==> src/rtl/rtc_pkg.sv <==
package rtc_pkg;
  localparam int ADDR_W = 3;
  localparam int DATA_W = 8;
  localparam int SEC_BUS_W = 24;
  localparam logic [ADDR_W-1:0] A_SEC_LO  = 3'd0;
  localparam logic [ADDR_W-1:0] A_SEC_MID = 3'd1;
  localparam logic [ADDR_W-1:0] A_SEC_HI  = 3'd2;
  localparam logic [ADDR_W-1:0] A_CLK_CLR = 3'd3;
  localparam logic [ADDR_W-1:0] A_WD_SVC  = 3'd4;
  localparam logic [ADDR_W-1:0] A_CONFIG  = 3'd5;
endpackage

==> src/rtl/rtc_prescaler.sv <==
module rtc_prescaler #(
  parameter int PRESCALE_W = 15
) (
  input  logic clk,
  input  logic rst_n,
  input  logic tick_in,
  input  logic clear,
  output logic sec_tick
);
  logic [PRESCALE_W-1:0] phase_q;

  function automatic logic [PRESCALE_W-1:0] phase_next(input logic [PRESCALE_W-1:0] p,
                                                       input logic t, input logic c);
    if (c) return '0;
    return t ? p + 1'b1 : p;
  endfunction

  assign sec_tick = tick_in & (&phase_q) & ~clear;

  always_ff @(posedge clk or negedge rst_n) begin
    if (!rst_n) phase_q <= '0;
    else        phase_q <= phase_next(phase_q, tick_in, clear);
  end
endmodule

==> src/rtl/rtc_sec_counter.sv <==
module rtc_sec_counter #(
  parameter int COUNT_W = 24
) (
  input  logic               clk,
  input  logic               rst_n,
  input  logic               clear,
  input  logic               step,
  output logic [COUNT_W-1:0] count
);
  localparam logic [COUNT_W-1:0] TOP = '1;

  function automatic logic [COUNT_W-1:0] sat_step(input logic [COUNT_W-1:0] v);
    return (v == TOP) ? v : v + 1'b1;
  endfunction

  always_ff @(posedge clk or negedge rst_n) begin
    if (!rst_n)     count <= '0;
    else if (clear) count <= '0;
    else if (step)  count <= sat_step(count);
  end
endmodule

==> src/rtl/rtc_watchdog.sv <==
module rtc_watchdog #(
  parameter int WDOG_W = 16
) (
  input  logic clk,
  input  logic rst_n,
  input  logic tick_in,
  input  logic service,
  input  logic disable_wd,
  input  logic freeze,
  output logic expire,
  output logic reset_req
);
  logic [WDOG_W-1:0] wd_q;
  logic              run;

  function automatic logic [WDOG_W-1:0] wd_next(input logic [WDOG_W-1:0] w,
                                                input logic restart, input logic adv);
    if (restart) return '0;
    return adv ? w + 1'b1 : w;
  endfunction

  assign run    = ~freeze & ~disable_wd;
  assign expire = run & tick_in & (&wd_q) & ~service;

  always_ff @(posedge clk or negedge rst_n) begin
    if (!rst_n) begin
      wd_q      <= '0;
      reset_req <= 1'b0;
    end else begin
      wd_q      <= wd_next(wd_q, service | disable_wd, run & tick_in);
      reset_req <= expire;
    end
  end
endmodule

==> src/rtl/rtc_wdog_top.sv <==
module rtc_wdog_top
  import rtc_pkg::*;
#(
  parameter int PRESCALE_W = 15,
  parameter int COUNT_W    = 24,
  parameter int WDOG_W     = 16
) (
  input  logic              clk,
  input  logic              rst_n,
  input  logic              tick_32k,
  input  logic              pwr_down,
  input  logic [ADDR_W-1:0] bus_addr,
  input  logic              bus_wr,
  input  logic              bus_rd,
  input  logic [DATA_W-1:0] bus_wdata,
  output logic [DATA_W-1:0] bus_rdata,
  output logic              reset_req
);
  logic                 wr_ok, rd_ok;
  logic                 clk_clear_w, wd_service_w, cfg_wr_w, snap_w;
  logic                 sec_tick_w, wd_expire_w;
  logic [COUNT_W-1:0]   count_w;
  logic [SEC_BUS_W-1:0] sec_count_w;
  logic [DATA_W-1:0]    cfg_q, snap_mid_q, snap_hi_q, rd_mux;
  logic                 cfg_dis_w;

  assign wr_ok        = bus_wr & ~pwr_down;
  assign rd_ok        = bus_rd & ~pwr_down;
  assign clk_clear_w  = wr_ok & (bus_addr == A_CLK_CLR);
  assign wd_service_w = wr_ok & (bus_addr == A_WD_SVC);
  assign cfg_wr_w     = wr_ok & (bus_addr == A_CONFIG);
  assign snap_w       = rd_ok & (bus_addr == A_SEC_LO);
  assign cfg_dis_w    = cfg_q[0];

  always_comb begin
    sec_count_w = '0;
    sec_count_w[COUNT_W-1:0] = count_w;
  end

  rtc_prescaler #(.PRESCALE_W(PRESCALE_W)) u_pre (
    .clk(clk), .rst_n(rst_n), .tick_in(tick_32k), .clear(clk_clear_w), .sec_tick(sec_tick_w)
  );

  rtc_sec_counter #(.COUNT_W(COUNT_W)) u_sec (
    .clk(clk), .rst_n(rst_n), .clear(clk_clear_w), .step(sec_tick_w), .count(count_w)
  );

  rtc_watchdog #(.WDOG_W(WDOG_W)) u_wd (
    .clk(clk), .rst_n(rst_n), .tick_in(tick_32k), .service(wd_service_w),
    .disable_wd(cfg_dis_w), .freeze(pwr_down), .expire(wd_expire_w), .reset_req(reset_req)
  );

  always_comb begin
    case (bus_addr)
      A_SEC_LO:  rd_mux = sec_count_w[7:0];
      A_SEC_MID: rd_mux = snap_mid_q;
      A_SEC_HI:  rd_mux = snap_hi_q;
      A_CONFIG:  rd_mux = cfg_q;
      default:   rd_mux = '0;
    endcase
  end

  always_ff @(posedge clk or negedge rst_n) begin
    if (!rst_n) begin
      cfg_q      <= '0;
      snap_mid_q <= '0;
      snap_hi_q  <= '0;
      bus_rdata  <= '0;
    end else begin
      if (cfg_wr_w) cfg_q <= bus_wdata;
      if (snap_w) begin
        snap_mid_q <= sec_count_w[15:8];
        snap_hi_q  <= sec_count_w[23:16];
      end
      if (rd_ok)       bus_rdata <= rd_mux;
      else if (bus_rd) bus_rdata <= '0;
    end
  end
endmodule

==> config.mk <==
export PLATFORM = sky130hd
export DESIGN_NAME = rtc_wdog_top
export DESIGN_NICKNAME = d
export VERILOG_FILES = /design/src/rtl/rtc_pkg.sv /design/src/rtl/rtc_prescaler.sv /design/src/rtl/rtc_sec_counter.sv /design/src/rtl/rtc_watchdog.sv /design/src/rtl/rtc_wdog_top.sv
export SDC_FILE = /design/constraint.sdc
export NUM_CORES = 1
export LEC_CHECK = 0
export BUFFER_PORTS_ARGS = -buffer_cell sky130_fd_sc_hd__buf_4
export CELL_PAD_IN_SITES_DETAIL_PLACEMENT = 0
export CELL_PAD_IN_SITES_GLOBAL_PLACEMENT = 1
export CORE_MARGIN = 3
export CORE_UTILIZATION = 55
export CTS_BUF_LIST = sky130_fd_sc_hd__clkbuf_2
export CTS_CLUSTER_SIZE = 30
export DETAILED_ROUTE_END_ITERATION = 6
export GPL_ROUTABILITY_DRIVEN = 0
export GPL_TIMING_DRIVEN = 0
export PLACE_DENSITY = 0.95
export RECOVER_POWER = 25
export SYNTH_ARGS = -nofsm -noshare
export SYNTH_HDL_FRONTEND = slang
export SYNTH_HIERARCHICAL = 1
export SYNTH_SLANG_ARGS = --single-unit
==> constraint.sdc <==
create_clock -name clk -period 7.6 [get_ports clk]
set_input_delay 0.38 -clock clk [delete_from_list [all_inputs] [get_ports clk]]
set_output_delay 0.38 -clock clk [all_outputs]
set_load 0.01 [all_outputs]
# Word-level counts from Yosys, hierarchy flattened

Index checks and enable logic that the tools add are counted.

Input port bits: 17
Register bits after elaboration: 88
Output and inout bits: 9

Eq/ne operators: 7
Bitwise operators: 17
Reduce and logical (&&, ||, !) cells: 8
Multiplexer cells: 14
Add/sub/neg operators: 3

Operator list:

| cell                    | number |
|---|---|
| $mux W24                | 3 |
| $mux W16                | 3 |
| $mux W15                | 3 |
| $pmux W8 S4             | 1 |
| $add A24 B1 Y24 const B | 1 |
| $eq A24 B24 Y1 const B  | 1 |
| $add A16 B1 Y16 const B | 1 |
| $mux W8                 | 2 |
| $reduce_and A16 Y1      | 1 |
| $add A15 B1 Y15 const B | 1 |
| $reduce_and A15 Y1      | 1 |
| $and A1 B1 Y1           | 12 |
| $reduce_bool A2 Y1      | 4 |
| $eq A3 B2 Y1 const B    | 2 |
| $eq A3 B3 Y1 const B    | 2 |
| $not A1 Y1              | 4 |
| $eq A3 B1 Y1 const B    | 1 |
| $logic_not A3 Y1        | 1 |
| $mux W1                 | 2 |
| $ne A2 B2 Y1 const B    | 1 |
| $reduce_and A2 Y1       | 1 |
| $or A1 B1 Y1            | 1 |

# Longest topological paths before layout

Gate-level depths: netlist (run 1).

Depth in word-level cells: 7
Gate-level depth with buffers: 13
Gate-level depth less buffers: 10

# Modules after synthesis

The synthesis (run 1) kept the hierarchy.

Modules (own cells, without submodules):

| module          | seq. area each (um^2) | times used | area an instance (um^2) | cells each |
|---|---|---|---|---|
| rtc_wdog_top    | 800.8                 | 1          | 1536.5                  | 110 |
| rtc_sec_counter | 600.6                 | 1          | 1368.8                  | 139 |
| rtc_watchdog    | 425.4                 | 1          | 940.9                   | 87 |
| rtc_prescaler   | 375.4                 | 1          | 835.8                   | 81 |

# Worst setup path before layout (run 1)

Ideal clock, no wire load.

Path kind: input to register
From: in bus_addr[1]
To: reg u_sec.count[19]
Arrival time: 2.657 ns
Path buffers: 3
Slack: 4.817 ns
Stages: 13
Path through: buf_2 -> nand3_1 -> nor3_1 -> buf_4 -> nor2b_1 -> nand3_1 -> nor4_1 -> nand4_1 -> or3_1 -> buf_6 -> a211oi_4 -> nand3_2 -> mux2_4

Longest elaborated chain between the ends: 6
Elaborated cells on any way between the ends: 8

Ends and longest elaborated chain:

| what                         | RTL line              | source |
|---|---|---|
| from (decl)                  | rtc_wdog_top.sv:12    | `input logic [ADDR_W-1:0] bus_addr,` |
| $eq A3 B2 Y1                 | rtc_wdog_top.sv:29    | `assign clk_clear_w = wr_ok & (bus_addr == A_CLK_CLR);` |
| $and A1 B1 Y1                | rtc_wdog_top.sv:29    |  |
| via clk_clear_w              | rtc_wdog_top.sv:20    | `logic clk_clear_w, wd_service_w, cfg_wr_w, snap_w;` |
| $not A1 Y1                   | rtc_prescaler.sv:18   | `assign sec_tick = tick_in & (&phase_q) & ~clear;` |
| $and A1 B1 Y1                | rtc_prescaler.sv:18   |  |
| via sec_tick_w               | rtc_wdog_top.sv:21    | `logic sec_tick_w, wd_expire_w;` |
| $reduce_bool A2 Y1 (no line) | n/a                   |  |
| $reduce_and A2 Y1 (no line)  | n/a                   |  |
| to (signal assigned)         | rtc_sec_counter.sv:19 | `else if (step) count <= sat_step(count);` |
| to (decl)                    | rtc_sec_counter.sv:8  | `output logic [COUNT_W-1:0] count` |

The timed path passes the listed nets, and every way through them passes these cells.
A chain may end at the register's enable or synchronous reset.

==> results of run 1 <==
==> cell usage after synthesis, drive strengths merged, types with 5 or more instances <==
cell,instances,area [um^2]
nor3,12,81.3
mux2,42,514
clkbuf,5,18.8
dfrtp,88,2200
a22oi,8,60.1
buf,12,97.6
inv,19,71.3
a211oi,10,87.6
a21oi,9,45.0
nand3,15,90.1
nor2,56,218
nand2,21,78.8
nand4,13,109
mux2i,5,50.1
xnor2,39,342
nor4,13,173
o21ai,11,58.8
==> path summary, 6_finish.rpt <==
check / from / end / depth (start not counted)
setup / recovery: rst_n / bus_rdata[1]$_DFFE_PN0P_ / 1
hold / removal: bus_wdata[6] / cfg_q[6]$_DFFE_PN0P_ / 2
setup reg to reg: u_pre/phase_q[9]$_DFFE_PN0P_ / u_sec/count[19]$_DFFE_PN0P_ / 9
hold reg to reg: cfg_q[6]$_DFFE_PN0P_ / cfg_q[6]$_DFFE_PN0P_ / 1
max in group clk: u_pre/phase_q[9]$_DFFE_PN0P_ / u_sec/count[19]$_DFFE_PN0P_ / 9
min in group asynchronous: rst_n / u_wd/wd_q[10]$_DFFE_PN0P_ / 1
==> power by group <==
group / switching, uW / internal [uW]
sequential: 37.5 / 502
clock: 150 / 78.0
combinational: 73.4 / 59.7
total: 261 / 639
==> per-stage QoR <==
step	instance area [um^2]	total power, uW	util	setup slack (ns)	std cells
global placement	5000	671	0.606	4.31	547
global route	5100	948	0.618	2.76	563
finish	5100	900	0.618	3.57	563
detailed placement	5000	679	0.606	4.22	547
CTS	5110	910	0.618	4.50	563
floorplan	4680	631	-	4.82	417
==> cell families (layout without fill, tap and decap cells) <==
logic type	count (synthesis)	in the layout	synth area share
flops	88	88	0.470
compound gates	43	43	0.0631
simple gates	159	159	0.221
mux	47	47	0.121
xor+xnor	41	41	0.0767
fa+ha+maj	3	3	0.00802
buf+inv	36	77	0.0401
==> registers in the layout, summed over array words and instances, names as in the netlist <==
name / count
snap_mid_q: 8
snap_hi_q: 8
u_sec/count: 24
u_wd/wd_q: 16
bus_rdata: 8
u_pre/phase_q: 15
cfg_q: 8
u_wd/reset_req: 1
==> per-layer routing <==
layer | wire length [um] | vias up | share of wire | track usage
li1 | - | 1541 | - | -
met1 | 4290 | 1580 | 0.46 | 0.268
met2 | 4670 | 50 | 0.50 | 0.351
met3 | 273 | 10 | 0.029 | 0.0471
met4 | 134 | 0 | 0.014 | 0.0662
met5 | 0 | - | 0 | 0
==> layout make-up <==
type,instances,area share
Multi-Input combinational cell,293,0.449
Sequential cell,88,0.432
Timing Repair Buffer,25,0.0360
Tap cell,105,0.0257
Buffer,17,0.0228
Inverter,19,0.0140
Clock buffer,12,0.0118
Clock inverter,4,0.00883
==> impl_metrics.yaml, run 1 <==
critical_path:
  reg2reg_slack_ns: 4.48
  cp-end-kind: "async pin"
  critPathKind: "input port to async pin"
  slowest_stage: "clkbuf_1"
  cpPeakStageDelay_ns: 3.17
  crit_chain: "clkbuf_1"
  cp.arrival_ns: 3.64
  cp_data_required_time_ns: 7.21
  crit_buf_inv: 1
  path_max_fanout: 88
  cpLargestDelayFamily: "buffers and inverters"
  start_kind: "input port"
die:
  core_region_area_um2: 8260
  floorplan.initialDensity: 0.567
  io_pins: 26
  die_w_um: 98.3
  num_rows: 33
  die_h_um: 98.3
  dieArea_um2: 9660
yosys:
  synthArstFlopShare: 1.00
  synth_edf_count: 0
  synth_flop_cell: "dfrtp_1"
  synthesis.area_um2: 4680
  syn_nets: 437
  postSynthCellCount: 417
  synth_cell_type_count: 56
  ys_seq_elements: 88
  synth.avg_cell_area_um2: 11.2
  yosysSeqAreaShare: 0.470
  ys_warn_count: 6
finish:
  mostFrequentLayoutCell: "dfrtp_1"
  drive_gt1_frac: 0.275
  multi_input_area_um2: 2290
  syn2layout_area_growth_pct: 8.98
  register_area_um2: 2200
  most-common-layout-cells: "88 x dfrtp_1, 53 x nor2_1, 39 x xnor2_1"
  n_antenna_cell: 0
  nets: 473
  fill_cells: 659
sta:
  hold_viol_final: 0
  clock_skew_ns: 0.0183
  finalSetupTns_ns: 0
  final-max-slew-violation-count: 89
  rsz0062_at_grt: "false"
  post-route-period-util: 0.530
  timing.hold.ws_ns: 0.0773
  tightest_slew_ns: 4.62
  slew-limit-headroom: -2.08
  setup_viol: 0
  fmax_ghz: 0.248
  fin_crit_ns: 4.03
cts:
  clkTransAtPathRegs_ns: 0.22
  clockBufferDepth: 2
  hold_buffers: 0
  cts_resized: 0
  cts_inserted_buffers: 9
  cts.htree.levels: 3
  clkSinkCount: 88
  root_buffer: "clkbuf_2"
  insertion_delay_ns: 0.52
  cts_tree: "built"
  post-cts-setup-buffers: 0
detailed_routing:
  vias: 3181
  drc_errors: 0
  drt_pass1_iterations: 4
  ant_nets: 0
  wire_per_inst_um: 16.6
  wirelength_um: 9360
  drtIter0Drc: 96
  avgViaCountPerCell: 5.65
global_routing:
  grt_pass1_vias: 3376
  grt_pass1_wl_um: 16200
  track_usage: 0.208
  grt-ovfl-total: 0
  grt_start_max_net_pins: 89
  antenna_found_initial: 0
status:
  status: "finished, violations left"
  violations: "capacitance limit, slew limit"
flow_run:
  cap_violations: 1
place:
  dp_hpwl_um: 6730
  port_buffers: 25
pwr:
  powerDensity_nw_per_um2: 176
  vdd_drop_max_v: 0.0000974
  leakagePower_uw: 0.00229
hold_path:
  min_path_type: "input port to flip-flop"
Note: power is estimated with default switching activity, not from simulation.
==> run 2, diff against run 1 <==
CORE_UTILIZATION = 46   (was 55)
PLACE_DENSITY = 0.88   (was 0.95)
clock period = 3.7 ns   (was 7.6 ns; I/O delays follow)
==> run 2 against run 1 <==
Critical path type is now flip-flop to flip-flop. Worst setup slack worse by 3.2 ns. Final cell count up 7.1%. Sequential share of layout area down 1.7 points. Non-clock buffer count grew 12. Largest cell class unchanged. Largest power group unchanged. Wire length increased by 3.2%. Clock skew shrank 0.0016 ns. Flip-flop and latch count unchanged. Critical endpoint is now u_sec/count[19]$_DFFE_PN0P_. Via count rose by 1.8%. Global-route usage is 2.5 points lower. The flow still finishes with violations (capacitance limit, slew limit). Die area rose by 18%. Clock power rose to 2.7 times the previous value.
==> impl_metrics.yaml, run 2 (synthesis gave the netlist of run 1 again) <==
status:
  status: "finished, violations left"
  violations: "capacitance limit, slew limit"
detailed_routing:
  drc_errors: 0
  vias: 3239
  wirelength_um: 9660
  drtIter0Drc: 196
  ant_nets: 0
  avgViaCountPerCell: 5.37
  wire_per_inst_um: 16.0
  drt_pass1_iterations: 4
global_routing:
  grt-ovfl-total: 0
  grt_pass1_vias: 3332
  antenna_found_initial: 0
  track_usage: 0.183
  grt_start_max_net_pins: 89
  grt_pass1_wl_um: 16500
finish:
  largest_reg_flops: 24
  syn2layout_area_growth_pct: 13.6
  nets: 485
  top_register: "u_sec/count"
  drive_gt1_frac: 0.274
  reg_top3: "u_sec/count: 24 flops, u_wd/wd_q: 16 flops, u_pre/phase_q: 15 flops"
  mostFrequentLayoutCell: "dfrtp_1"
  most-common-layout-cells: "88 x dfrtp_1, 53 x nor2_1, 39 x xnor2_1"
  fin_area_um2: 5320
  n_antenna_cell: 0
place:
  port_buffers: 25
  postPlaceCellArea_um2: 5040
  dp_hpwl_um: 6770
cts:
  cts_resized: 0
  hold_buffers: 12
  root_buffer: "clkbuf_2"
  clkTransAtPathRegs_ns: 0.23
  cts_inserted_buffers: 9
  post-cts-setup-buffers: 0
  cts_tree: "built"
  insertion_delay_ns: 0.56
  clkSinkCount: 88
  clockBufferDepth: 2
  cts.htree.levels: 3
die:
  die_h_um: 107
  floorplan.initialDensity: 0.477
  num_rows: 36
  dieArea_um2: 11400
  die_w_um: 107
  io_pins: 26
  core_region_area_um2: 9820
critical_path:
  cpLargestDelayFamily: "simple AND/OR/NAND/NOR gates"
  cp.arrival_ns: 3.76
  crit_buf_inv: 1
  cpPeakStageDelay_ns: 0.67
  cp_data_required_time_ns: 4.18
  rr_startpoint: "u_pre/phase_q[9]$_DFFE_PN0P_"
  cp.depth: 9
  cp-end-kind: "flip-flop"
  crit_top_cell: "nand4_1"
  crit_chain: "nand4_1, or2_1, nor4_1, nand4_1, or3_1, buf_6, a211oi_4, nand3_2, mux2_4"
  r2r_cells: 9
  crit_path_end: "u_sec/count[19]$_DFFE_PN0P_"
  critPathKind: "flip-flop to flip-flop"
  reg2reg_slack_ns: 0.42
  crit_start: "u_pre/phase_q[9]$_DFFE_PN0P_"
  start_kind: "flip-flop"
  path_max_fanout: 7
  worstReg2RegEnd: "u_sec/count[19]$_DFFE_PN0P_"
  slowest_stage: "nor4_1"
sta:
  final-max-slew-violation-count: 89
  slew-limit-headroom: -0.425
  post-route-period-util: 0.887
  tightest_slew_ns: 2.14
  rsz0062_at_grt: "false"
  clock_skew_ns: 0.0167
  setup_viol: 0
  fmax_ghz: 0.305
  finalSetupTns_ns: 0
  fin_crit_ns: 3.28
  hold_viol_final: 0
hold_path:
  min_path_type: "input port to flip-flop"
flow_run:
  cap_violations: 1
pwr:
  vdd_drop_max_v: 0.000218
  powerDensity_nw_per_um2: 377
  leakagePower_uw: 0.00236
[run 2: cell type report]
| cell class | count | area (um^2) |
|---|---|---|
| multi-input combinational | 293 | 2290 |
| timing repair buffer | 37 | 305 |
| buffer | 17 | 116 |
| clock buffer | 9 | 45.0 |
| inverter | 19 | 71.3 |
| fill | 874 | 4500 |
| tap | 133 | 166 |
| sequential | 88 | 2200 |
| clock inverter | 7 | 119 |
[run 2: report_power, final]
| group | total (uW) | leakage (uW) | internal, uW | switching [uW] |
|---|---|---|---|---|
| sequential | 1110 | 0.00120 | 1030 | 76.1 |
| combinational | 277 | 0.00107 | 129 | 148 |
| clock | 623 | 0.0000885 | 291 | 331 |
| total | 2010 | 0.00236 | 1450 | 555 |
[run 2: per-layer routing]
| metal | up-vias | global-route usage | wire length (um) |
|---|---|---|---|
| li1 | 1562 | - | - |
| met1 | 1617 | 0.237 | 4400 |
| met2 | 50 | 0.300 | 4870 |
| met3 | 10 | 0.0421 | 268 |
| met4 | 0 | 0.0703 | 124 |
| met5 | - | 0 | 0 |
[run 2: worst reg2reg max path, cell delays in order (launching register included)]
cell	delay, ns
dfrtp_1	0.49
nand4_1	0.19
or2_1	0.31
nor4_1	0.67
nand4_1	0.31
or3_1	0.40
buf_6	0.15
a211oi_4	0.26
nand3_2	0.12
mux2_4	0.31
[run 2: worst min path at each step]
stage	slack, ns	cells after the start	startpoint	to
global route	0.001	3	bus_addr[0]	u_wd/reset_req$_DFF_PN0_
global placement	0.42	2	bus_wdata[0]	cfg_q[0]$_DFFE_PN0P_
floorplan	-0.11	0	rst_n	bus_rdata[0]$_DFFE_PN0P_
detailed placement	0.42	2	bus_wdata[3]	cfg_q[3]$_DFFE_PN0P_
finish	0.05	4	tick_32k	u_pre/phase_q[0]$_DFFE_PN0P_
CTS	0.007	4	bus_addr[0]	bus_rdata[0]$_DFFE_PN0P_
[run 2: metrics by stage]
stage,hold WS [ns],cells,util,total power (uW),setup WS (ns)
final,0.0531,603,0.542,2010,0.420
after global routing,0.00110,603,0.542,2120,0.281
after CTS,0.00685,603,0.542,2030,0.448
after detailed placement,0.423,575,0.513,1390,0.441
after global placement,0.419,575,0.513,1380,0.545
after floorplan,-0.111,417,-,1300,1.04
